### config.mk
export PLATFORM = sky130hd
export DESIGN_NAME = alu_core
export DESIGN_NICKNAME = d
export VERILOG_FILES = /design/src/rtl/alu_pkg.sv /design/src/rtl/alu_decode.sv /design/src/rtl/alu_operand.sv /design/src/rtl/alu_addsub.sv /design/src/rtl/alu_logic.sv /design/src/rtl/alu_core.sv
export SDC_FILE = /design/constraint.sdc
export NUM_CORES = 1
export LEC_CHECK = 0
export ABC_CLOCK_PERIOD_IN_PS = 7200
export BUFFER_PORTS_ARGS = -buffer_cell sky130_fd_sc_hd__buf_2
export CORE_MARGIN = 3
export CORE_UTILIZATION = 53
export DETAILED_ROUTE_END_ITERATION = 7
export PLACE_DENSITY = 0.82
export SLEW_MARGIN = 10
export SYNTH_ARGS = -nofsm -noshare
export SYNTH_HDL_FRONTEND = slang
export SYNTH_SLANG_ARGS = --single-unit
### constraint.sdc
create_clock -name vclk -period 7.2
set_clock_uncertainty 0.05 [all_clocks]
set_input_delay 1.08 -clock vclk [all_inputs]
set_output_delay 1.08 -clock vclk [all_outputs]
set_load 0.1 [all_outputs]
### src/rtl/alu_pkg.sv
package alu_pkg;

  localparam int OPC_W = 6;
  localparam int FN_W  = 6;

  localparam logic [OPC_W-1:0] OPC_RTYPE = 6'b000000;
  localparam logic [OPC_W-1:0] OPC_ADDI  = 6'b001000;
  localparam logic [OPC_W-1:0] OPC_ADDIU = 6'b001001;
  localparam logic [OPC_W-1:0] OPC_SLTI  = 6'b001010;
  localparam logic [OPC_W-1:0] OPC_SLTIU = 6'b001011;
  localparam logic [OPC_W-1:0] OPC_ANDI  = 6'b001100;
  localparam logic [OPC_W-1:0] OPC_ORI   = 6'b001101;
  localparam logic [OPC_W-1:0] OPC_XORI  = 6'b001110;
  localparam logic [OPC_W-1:0] OPC_LUI   = 6'b001111;

  localparam logic [FN_W-1:0] FN_ADD  = 6'b100000;
  localparam logic [FN_W-1:0] FN_ADDU = 6'b100001;
  localparam logic [FN_W-1:0] FN_SUB  = 6'b100010;
  localparam logic [FN_W-1:0] FN_SUBU = 6'b100011;
  localparam logic [FN_W-1:0] FN_AND  = 6'b100100;
  localparam logic [FN_W-1:0] FN_OR   = 6'b100101;
  localparam logic [FN_W-1:0] FN_XOR  = 6'b100110;
  localparam logic [FN_W-1:0] FN_NOR  = 6'b100111;
  localparam logic [FN_W-1:0] FN_SLT  = 6'b101010;
  localparam logic [FN_W-1:0] FN_SLTU = 6'b101011;

  typedef enum logic [3:0] {
    OP_ADD, OP_SUB, OP_AND, OP_OR, OP_XOR, OP_NOR,
    OP_SLT, OP_SLTU, OP_PASS_B, OP_NONE
  } alu_op_e;

  typedef enum logic [1:0] {
    SRC_REG, SRC_SEXT, SRC_ZEXT, SRC_UPPER
  } src_sel_e;

  typedef struct packed {
    alu_op_e  op;
    src_sel_e src;
    logic     trap;
    logic     illegal;
  } alu_ctrl_t;

endpackage

### src/rtl/alu_decode.sv
module alu_decode
  import alu_pkg::*;
(
  input  logic [OPC_W-1:0] opcode_i,
  input  logic [FN_W-1:0]  funct_i,
  output alu_ctrl_t        ctrl_o
);

  always_comb begin
    ctrl_o.op      = OP_NONE;
    ctrl_o.src     = SRC_REG;
    ctrl_o.trap    = 1'b0;
    ctrl_o.illegal = 1'b0;
    unique case (opcode_i)
      OPC_RTYPE: begin
        unique case (funct_i)
          FN_ADD:  begin ctrl_o.op = OP_ADD; ctrl_o.trap = 1'b1; end
          FN_ADDU: ctrl_o.op = OP_ADD;
          FN_SUB:  begin ctrl_o.op = OP_SUB; ctrl_o.trap = 1'b1; end
          FN_SUBU: ctrl_o.op = OP_SUB;
          FN_AND:  ctrl_o.op = OP_AND;
          FN_OR:   ctrl_o.op = OP_OR;
          FN_XOR:  ctrl_o.op = OP_XOR;
          FN_NOR:  ctrl_o.op = OP_NOR;
          FN_SLT:  ctrl_o.op = OP_SLT;
          FN_SLTU: ctrl_o.op = OP_SLTU;
          default: ctrl_o.illegal = 1'b1;
        endcase
      end
      OPC_ADDI:  begin ctrl_o.op = OP_ADD;  ctrl_o.src = SRC_SEXT; ctrl_o.trap = 1'b1; end
      OPC_ADDIU: begin ctrl_o.op = OP_ADD;  ctrl_o.src = SRC_SEXT; end
      OPC_SLTI:  begin ctrl_o.op = OP_SLT;  ctrl_o.src = SRC_SEXT; end
      OPC_SLTIU: begin ctrl_o.op = OP_SLTU; ctrl_o.src = SRC_SEXT; end
      OPC_ANDI:  begin ctrl_o.op = OP_AND;  ctrl_o.src = SRC_ZEXT; end
      OPC_ORI:   begin ctrl_o.op = OP_OR;   ctrl_o.src = SRC_ZEXT; end
      OPC_XORI:  begin ctrl_o.op = OP_XOR;  ctrl_o.src = SRC_ZEXT; end
      OPC_LUI:   begin ctrl_o.op = OP_PASS_B; ctrl_o.src = SRC_UPPER; end
      default:   ctrl_o.illegal = 1'b1;
    endcase
  end

endmodule

### src/rtl/alu_operand.sv
module alu_operand
  import alu_pkg::*;
#(
  parameter int WIDTH = 32,
  parameter int IMM_W = 16
) (
  input  src_sel_e         src_i,
  input  logic [WIDTH-1:0] reg_i,
  input  logic [IMM_W-1:0] imm_i,
  output logic [WIDTH-1:0] b_o
);

  localparam int EXT_W = WIDTH - IMM_W;

  logic [WIDTH-1:0] sext, zext, upper;

  assign sext  = {{EXT_W{imm_i[IMM_W-1]}}, imm_i};
  assign zext  = {{EXT_W{1'b0}}, imm_i};
  assign upper = {imm_i, {EXT_W{1'b0}}};

  always_comb begin
    unique case (src_i)
      SRC_SEXT:  b_o = sext;
      SRC_ZEXT:  b_o = zext;
      SRC_UPPER: b_o = upper;
      default:   b_o = reg_i;
    endcase
  end

endmodule

### src/rtl/alu_addsub.sv
module alu_addsub #(
  parameter int WIDTH = 32
) (
  input  logic [WIDTH-1:0] a_i,
  input  logic [WIDTH-1:0] b_i,
  input  logic             sub_i,
  output logic [WIDTH-1:0] sum_o,
  output logic             cout_o,
  output logic             ovf_o
);

  localparam int MSB = WIDTH - 1;

  logic [WIDTH-1:0] b_eff;

  assign b_eff = b_i ^ {WIDTH{sub_i}};
  assign {cout_o, sum_o} = {1'b0, a_i} + {1'b0, b_eff} + {{WIDTH{1'b0}}, sub_i};
  assign ovf_o = (a_i[MSB] == b_eff[MSB]) && (sum_o[MSB] != a_i[MSB]);

endmodule

### src/rtl/alu_logic.sv
module alu_logic
  import alu_pkg::*;
#(
  parameter int WIDTH = 32
) (
  input  alu_op_e          op_i,
  input  logic [WIDTH-1:0] a_i,
  input  logic [WIDTH-1:0] b_i,
  output logic [WIDTH-1:0] y_o
);

  always_comb begin
    unique case (op_i)
      OP_AND:  y_o = a_i & b_i;
      OP_OR:   y_o = a_i | b_i;
      OP_XOR:  y_o = a_i ^ b_i;
      OP_NOR:  y_o = ~(a_i | b_i);
      default: y_o = '0;
    endcase
  end

endmodule

### src/rtl/alu_core.sv
module alu_core
  import alu_pkg::*;
#(
  parameter int WIDTH = 32,
  parameter int IMM_W = 16
) (
  input  logic [OPC_W-1:0] opcode_i,
  input  logic [FN_W-1:0]  funct_i,
  input  logic [WIDTH-1:0] rs_val_i,
  input  logic [WIDTH-1:0] rt_val_i,
  input  logic [IMM_W-1:0] imm_i,
  output logic [WIDTH-1:0] result_o,
  output logic             zero_o,
  output logic             carry_o,
  output logic             ovf_o,
  output logic             illegal_o
);

  localparam int MSB = WIDTH - 1;

  alu_ctrl_t        ctrl;
  logic [WIDTH-1:0] b_op, sum, logic_y;
  logic             cout, ovf_raw, do_sub, uses_adder, lt_signed, lt_unsigned;

  alu_decode u_dec (
    .opcode_i (opcode_i),
    .funct_i  (funct_i),
    .ctrl_o   (ctrl)
  );

  alu_operand #(.WIDTH(WIDTH), .IMM_W(IMM_W)) u_opnd (
    .src_i (ctrl.src),
    .reg_i (rt_val_i),
    .imm_i (imm_i),
    .b_o   (b_op)
  );

  assign do_sub     = (ctrl.op == OP_SUB) || (ctrl.op == OP_SLT) || (ctrl.op == OP_SLTU);
  assign uses_adder = do_sub || (ctrl.op == OP_ADD);

  alu_addsub #(.WIDTH(WIDTH)) u_add (
    .a_i    (rs_val_i),
    .b_i    (b_op),
    .sub_i  (do_sub),
    .sum_o  (sum),
    .cout_o (cout),
    .ovf_o  (ovf_raw)
  );

  alu_logic #(.WIDTH(WIDTH)) u_log (
    .op_i (ctrl.op),
    .a_i  (rs_val_i),
    .b_i  (b_op),
    .y_o  (logic_y)
  );

  assign lt_signed   = sum[MSB] ^ ovf_raw;
  assign lt_unsigned = ~cout;

  always_comb begin
    unique case (ctrl.op)
      OP_ADD, OP_SUB:                 result_o = sum;
      OP_AND, OP_OR, OP_XOR, OP_NOR:  result_o = logic_y;
      OP_SLT:    result_o = {{(WIDTH-1){1'b0}}, lt_signed};
      OP_SLTU:   result_o = {{(WIDTH-1){1'b0}}, lt_unsigned};
      OP_PASS_B: result_o = b_op;
      default:   result_o = '0;
    endcase
  end

  assign zero_o    = ~|result_o;
  assign carry_o   = uses_adder & cout;
  assign ovf_o     = ctrl.trap & ovf_raw;
  assign illegal_o = ctrl.illegal;

endmodule

After elaboration in Yosys (flattened, before gate mapping):

Cells that the tools add are included.

* flip-flop bits (word level): 0
* input bits: 92
* output and inout bits: 36
* logic and storage cells: 70

* add/sub/neg operators: 2
* eq/ne operators: 31
* muxes and demuxes: 10
* bitwise logic cells: 9
* reduce and logical (&&, ||, !) cells: 18

Operator list (number)
* 32-bit case mux with 5 select lines: 1
* 32-bit case mux with 4 select lines: 1
* 32-bit case mux with 3 select lines: 1
* 4-bit case mux with 8 select lines: 2
* 32-bit bitwise XOR: 2
* 6-bit == test, second input constant: 10
* 6-bit by 4-bit == test with 1-bit output, second input constant: 8
* 32-bit by 32-bit adder with 33-bit output: 1
* 33-bit by 1-bit adder with 33-bit output: 1
* 32-bit AND: 1
* 32-bit NOT: 1
* 32-bit bitwise OR: 1
* 32-bit OR reduction: 1
* 4-bit by 3-bit == test with 1-bit output, second input constant: 4
* 10-bit OR reduction: 1
* 2-bit OR reduction: 5
* 4-bit by 2-bit == test with 1-bit output, second input constant: 2
* 4-bit OR reduction: 2
* 8-bit OR reduction: 1
* 6-bit zero test: 1
* 2-bit case mux with 3 select lines: 1
* 2-bit == test, second input constant: 2
* 4-bit by 1-bit == test with 1-bit output, second input constant: 1
* 4-bit == test, second input constant: 1
* 13 further kinds: 18

Longest topological paths before layout:

* depth in word-level cells: 16
* depth in mapped cells: 26
* gate-level depth less buffers: 19

Modules after synthesis:

A second synthesis with hierarchy kept.

* cells, all modules: 834
* area total of the unflattened synthesis: 6381.1 µm²

By module, submodules not included
* alu_logic: times used 1, cells each 247, area each 2204.6 µm², seq. area each 0.0 µm²
* alu_addsub: times used 1, cells each 276, area each 1983.2 µm², seq. area each 0.0 µm²
* alu_core: times used 1, cells each 181, area each 1162.4 µm², seq. area each 0.0 µm²
* alu_operand: times used 1, cells each 94, area each 795.8 µm², seq. area each 0.0 µm²
* alu_decode: times used 1, cells each 36, area each 235.2 µm², seq. area each 0.0 µm²

Worst setup path after synthesis:

No wires, ideal clock.

* kind: input -> output
* start: input port funct_i[1]
* end: output port zero_o
* arrival: 10.527 ns
* data required time: 6.070 ns
* path slack: -4.457 ns
* stages: 23
* buffers on the path: 6
* cell sequence: nor2b_1 o211a_1 nor2_1 or3_1 clkbuf_1 clkbuf_1 buf_2 clkbuf_8 a21boi_2 buf_1 xnor2_1 ha_1 clkbuf_1 a21oi_1 o21a_1 nand3b_1 nor3b_1 a21oi_4 o311a_4 o21ai_2 o311ai_0 nand4bb_1 nor2_1

* elaborated cells between the ends (all ways): 39
* classes of those cells: add/sub: 2; eq/ne: 20; mux: 4; bitwise: 3; reduce/logical: 10

RTL lines
* start: declaration: RTL line alu_core.sv:8 `input logic [FN_W-1:0] funct_i,`
* 6-bit == test: RTL line alu_decode.sv:16 `unique case (funct_i)`
* 2-bit OR reduction (no source line)
* 4-bit case mux with 8 select lines *: RTL line alu_decode.sv:16
* 4-bit case mux with 8 select lines *: RTL line alu_decode.sv:14 `unique case (opcode_i)`
* 4-bit by 1-bit == test with 1-bit output or 4-bit by 3-bit == test with 1-bit output (tied branches): RTL line alu_core.sv:38, alu_core.sv:61
* 1-bit logical OR (2 in series): RTL line alu_core.sv:38 `assign do_sub = (ctrl.op == OP_SUB) || (ctrl.op == OP_SLT) || (ctrl.op == OP_SLTU);`
* 32-bit bitwise XOR: RTL line alu_addsub.sv:16 `assign b_eff = b_i ^ {WIDTH{sub_i}};`
* 32-bit by 32-bit adder with 33-bit output: RTL line alu_addsub.sv:17 `assign {cout_o, sum_o} = {1'b0, a_i} + {1'b0, b_eff} + {{WIDTH{1'b0}}, sub_i};`
* 33-bit by 1-bit adder with 33-bit output: RTL line alu_addsub.sv:17
* 32-bit case mux with 5 select lines *: RTL line alu_core.sv:61 `unique case (ctrl.op)`
* net result_o[31]: RTL line alu_core.sv:12 `output logic [WIDTH-1:0] result_o,`
* 32-bit OR reduction *: RTL line alu_core.sv:71 `assign zero_o = ~|result_o;`
* 1-bit zero test *: RTL line alu_core.sv:71
* end: declaration: RTL line alu_core.sv:13 `output logic zero_o,`

The timed path passes the listed nets; every way through them passes the cells marked *.

Worst setup path after layout:

* start: input port opcode_i[4]
* end: output port zero_o

* cells in the longest elaborated chain, start to end: 15
* elaborated cells between the ends (all ways): 47
* classes of those cells: add/sub: 2; eq/ne: 21; mux: 5; bitwise: 7; reduce/logical: 12

Ends and longest elaborated chain
* start: declaration: RTL line alu_core.sv:7 `input logic [OPC_W-1:0] opcode_i,`
* 6-bit by 4-bit == test with 1-bit output: RTL line alu_decode.sv:14
* 2-bit OR reduction (no source line)
* 4-bit case mux with 8 select lines: RTL line alu_decode.sv:14
* 4-bit by 1-bit == test with 1-bit output or 4-bit by 3-bit == test with 1-bit output (tied branches): RTL line alu_core.sv:38, alu_core.sv:61
* 1-bit logical OR (2 in series): RTL line alu_core.sv:38
* 32-bit bitwise XOR: RTL line alu_addsub.sv:16
* 32-bit by 32-bit adder with 33-bit output: RTL line alu_addsub.sv:17
* 33-bit by 1-bit adder with 33-bit output: RTL line alu_addsub.sv:17
* 1-bit inequality test: RTL line alu_addsub.sv:18 `assign ovf_o = (a_i[MSB] == b_eff[MSB]) && (sum_o[MSB] != a_i[MSB]);`
* 1-bit logical AND: RTL line alu_addsub.sv:18
* 1-bit bitwise XOR: RTL line alu_core.sv:57 `assign lt_signed = sum[MSB] ^ ovf_raw;`
* 32-bit case mux with 5 select lines *: RTL line alu_core.sv:61
* 32-bit OR reduction *: RTL line alu_core.sv:71
* 1-bit zero test *: RTL line alu_core.sv:71

Every way passes the cells marked *; elsewhere a longest branch is shown, timed or not.

==> impl_results.md <==
* Initial drt markers at 954
* Worst Hold End: result_o[21]
* Filler instances at 682
* Fmax at 0.1349 GHz
* Antenna cell count at 0
* Worst hold slack at 2679 ps
* Initial antenna violation count at 0
* Largest cells by area after synthesis: ha_1, xnor2_1, a21oi_1
* Critical path class: in -> out
* Synth Warn # at 0
* Multi-input gate area at 0.005326 mm2
* Final setup margin at -213.7 ps
* Placed Area at 0.007416 mm2
* Outcome: complete, but fails checks
* Residual DRC at 0
* Post-synth top cells: ha_1, nand2_1, inv_1, a21oi_1
* Syn_nets at 1,012
* Dpl cells at 1,115
* Dominant cell type by area after synthesis: ha_1
* Period utilization at 103.0%
* Hold/Removal Path Class: in -> out
* Rows at 36
* Top-count cell post-synth: ha_1
* Pwr Density at 117.3 mW/mm2
* Initial Util at 55.73%
* Top-area cell type share of the netlist area at 22.00%
* Via/cell ratio at 6.817
* Sequential Area at 0 um2
* Synthesized cell area at 0.005573 mm2
* Setup_tns at -213.7 ps
* Critical Path RT at 6070 ps
* Layout cells sized above 1 at 30.80%
* Vias in the first global route at 7,232
* Post-synth cell types at 93
* Hold_buf cts at 0
* Critical-path maximum fanout at 8
* Final layout net count at 1,193
* Actual slew at the worst max-slew pin at 812.4 ps
* Syn Inst Count at 821
* Syn avg cell area at 6.788 um2
* Worst path arrival time at 6280 ps
* DP HPWL at 17.71 mm
* Seq cells at 0
* LEAKAGE at 3.749 nW
* Post-synthesis sequential area ratio at 0%
* Layout Utilization at 77.64%
* Worst setup EP type: output pin
* Fin area at 0.007764 mm2
* CP Launch Type: input pin
* Die area at 0.01178 mm2
* Avg WL per Cell at 21.57 um
* IO Pins at 128
* Pre-CTS setup slack at -195.9 ps
* HP Start: imm_i[5]
* Slowest CP cell: or4_4
* Max-cap check violation count at 0
* CORE AREA at 0.01000 mm2
* TritonRoute pass-1 iters at 8
* Max-slew violations at 0
* Rel. slew slack at 45.84%
* Via count at 7,724
* Minimum clock period after layout at 7414 ps
* Slowest stage delay, CP at 600 ps
* Non-Filler Instances at 1,133
* Hold path cells at 4
* Max VDD drop at 0.00007892 V
* Antenna viol nets, final at 0
* DIE HEIGHT at 108.5 um
* CP dominant cell by count: buf_12
* Clk_buf instances at 0
* Unrepaired setup endpoints after global routing: yes
* Count of final setup violators at 1
* Global-route wire length before repair at 35.68 mm
* Total Power at 0.9105 mW
* Die X at 108.5 um
* PortBufs at 128
* WL final at 24.44 mm
* Placer Congestion at 1.098
* Area delta synth->final at 39.31%
* Grt total ovfl at 0
* Count of buffer and inverter cells on the critical path at 6
* Largest net degree at the start of global routing at 53
* Failing checks: negative setup slack
* Gr usage total at 37.62%
* Fin. Hold Viols at 0
* CP top delay family: simple AND/OR/NAND/NOR gates
==> layout by cell type (no fill, tap or decap), types with 9 or more instances in the layout <==
cell type  Yosys  routed
a21oi_1       72      67
xnor2_1       42      36
nor2_1        54      51
o211ai_1      12      12
nand2_1       91      91
buf_12         0      35
o21ai_0       54      43
a22o_1        17      17
buf_2          3      98
a221oi_1      10       9
nand3_1       18      18
a21o_1        12      12
inv_1         78      78
ha_1          98      98
o21a_1         9       9
buf_4          2      96
xor2_1        11      11
nand4_1       14      14
a22oi_1       10      10
==> what timing repair did <==
item,4_1_cts,5_1_grt
buffers inserted,4,13
gates cloned,0,2
setup endpoints to repair,1,2
pin swaps,13,24
gates resized for setup,19,14
==> kinds of logic after synthesis <==
| logic type | count (synthesis) | share of synthesized area (%) |
|---|---|---|
| AO/OA/AOI/OAI | 281 | 34.87 |
| XOR/XNOR | 53 | 8.329 |
| adder cells (fa/ha/maj) | 99 | 22.36 |
| buffers and inverters | 132 | 11.00 |
| multiplexers | 7 | 1.280 |
| AND/OR/NAND/NOR | 249 | 22.16 |
==> routing by layer <==
layer  global-route usage, %  vias to the layer above  wire [um]
met2                   60.86                      701      10520
li1                        -                     3349          -
met3                   7.403                      224       3417
met5                       0                        -          0
met1                   44.71                     3450       8228
met4                   25.52                        0       2271
==> final cells by class <==
cell class,instances,share of cell area [%]
well taps,133,2.143
multi-input cells,689,68.61
inverters,79,3.836
repair buffers,232,25.41
==> power breakdown <==
| part | internal (mW) | switching [mW] | leakage [nW] |
|---|---|---|---|
| Sequential | 0 | 0 | 0 |
| Combinational | 0.352 | 0.558 | 3.75 |
| Clock | 0 | 0 | 0 |
| Total | 0.352 | 0.558 | 3.75 |
==> how the worst max path moves through the flow <==
stage / from / endpoint / slack, ps / cells past startpoint
6_report: opcode_i[4] / zero_o / -210 / 25
2_1_floorplan: opcode_i[2] / zero_o / -1330 / 26
3_3_place_gp: opcode_i[3] / zero_o / -8 / 22
4_1_cts: opcode_i[5] / zero_o / 0.7 / 25
5_1_grt: opcode_i[4] / zero_o / -300 / 26
3_5_place_dp: funct_i[4] / zero_o / -200 / 22
Note: power is estimated with default switching activity, not from simulation.
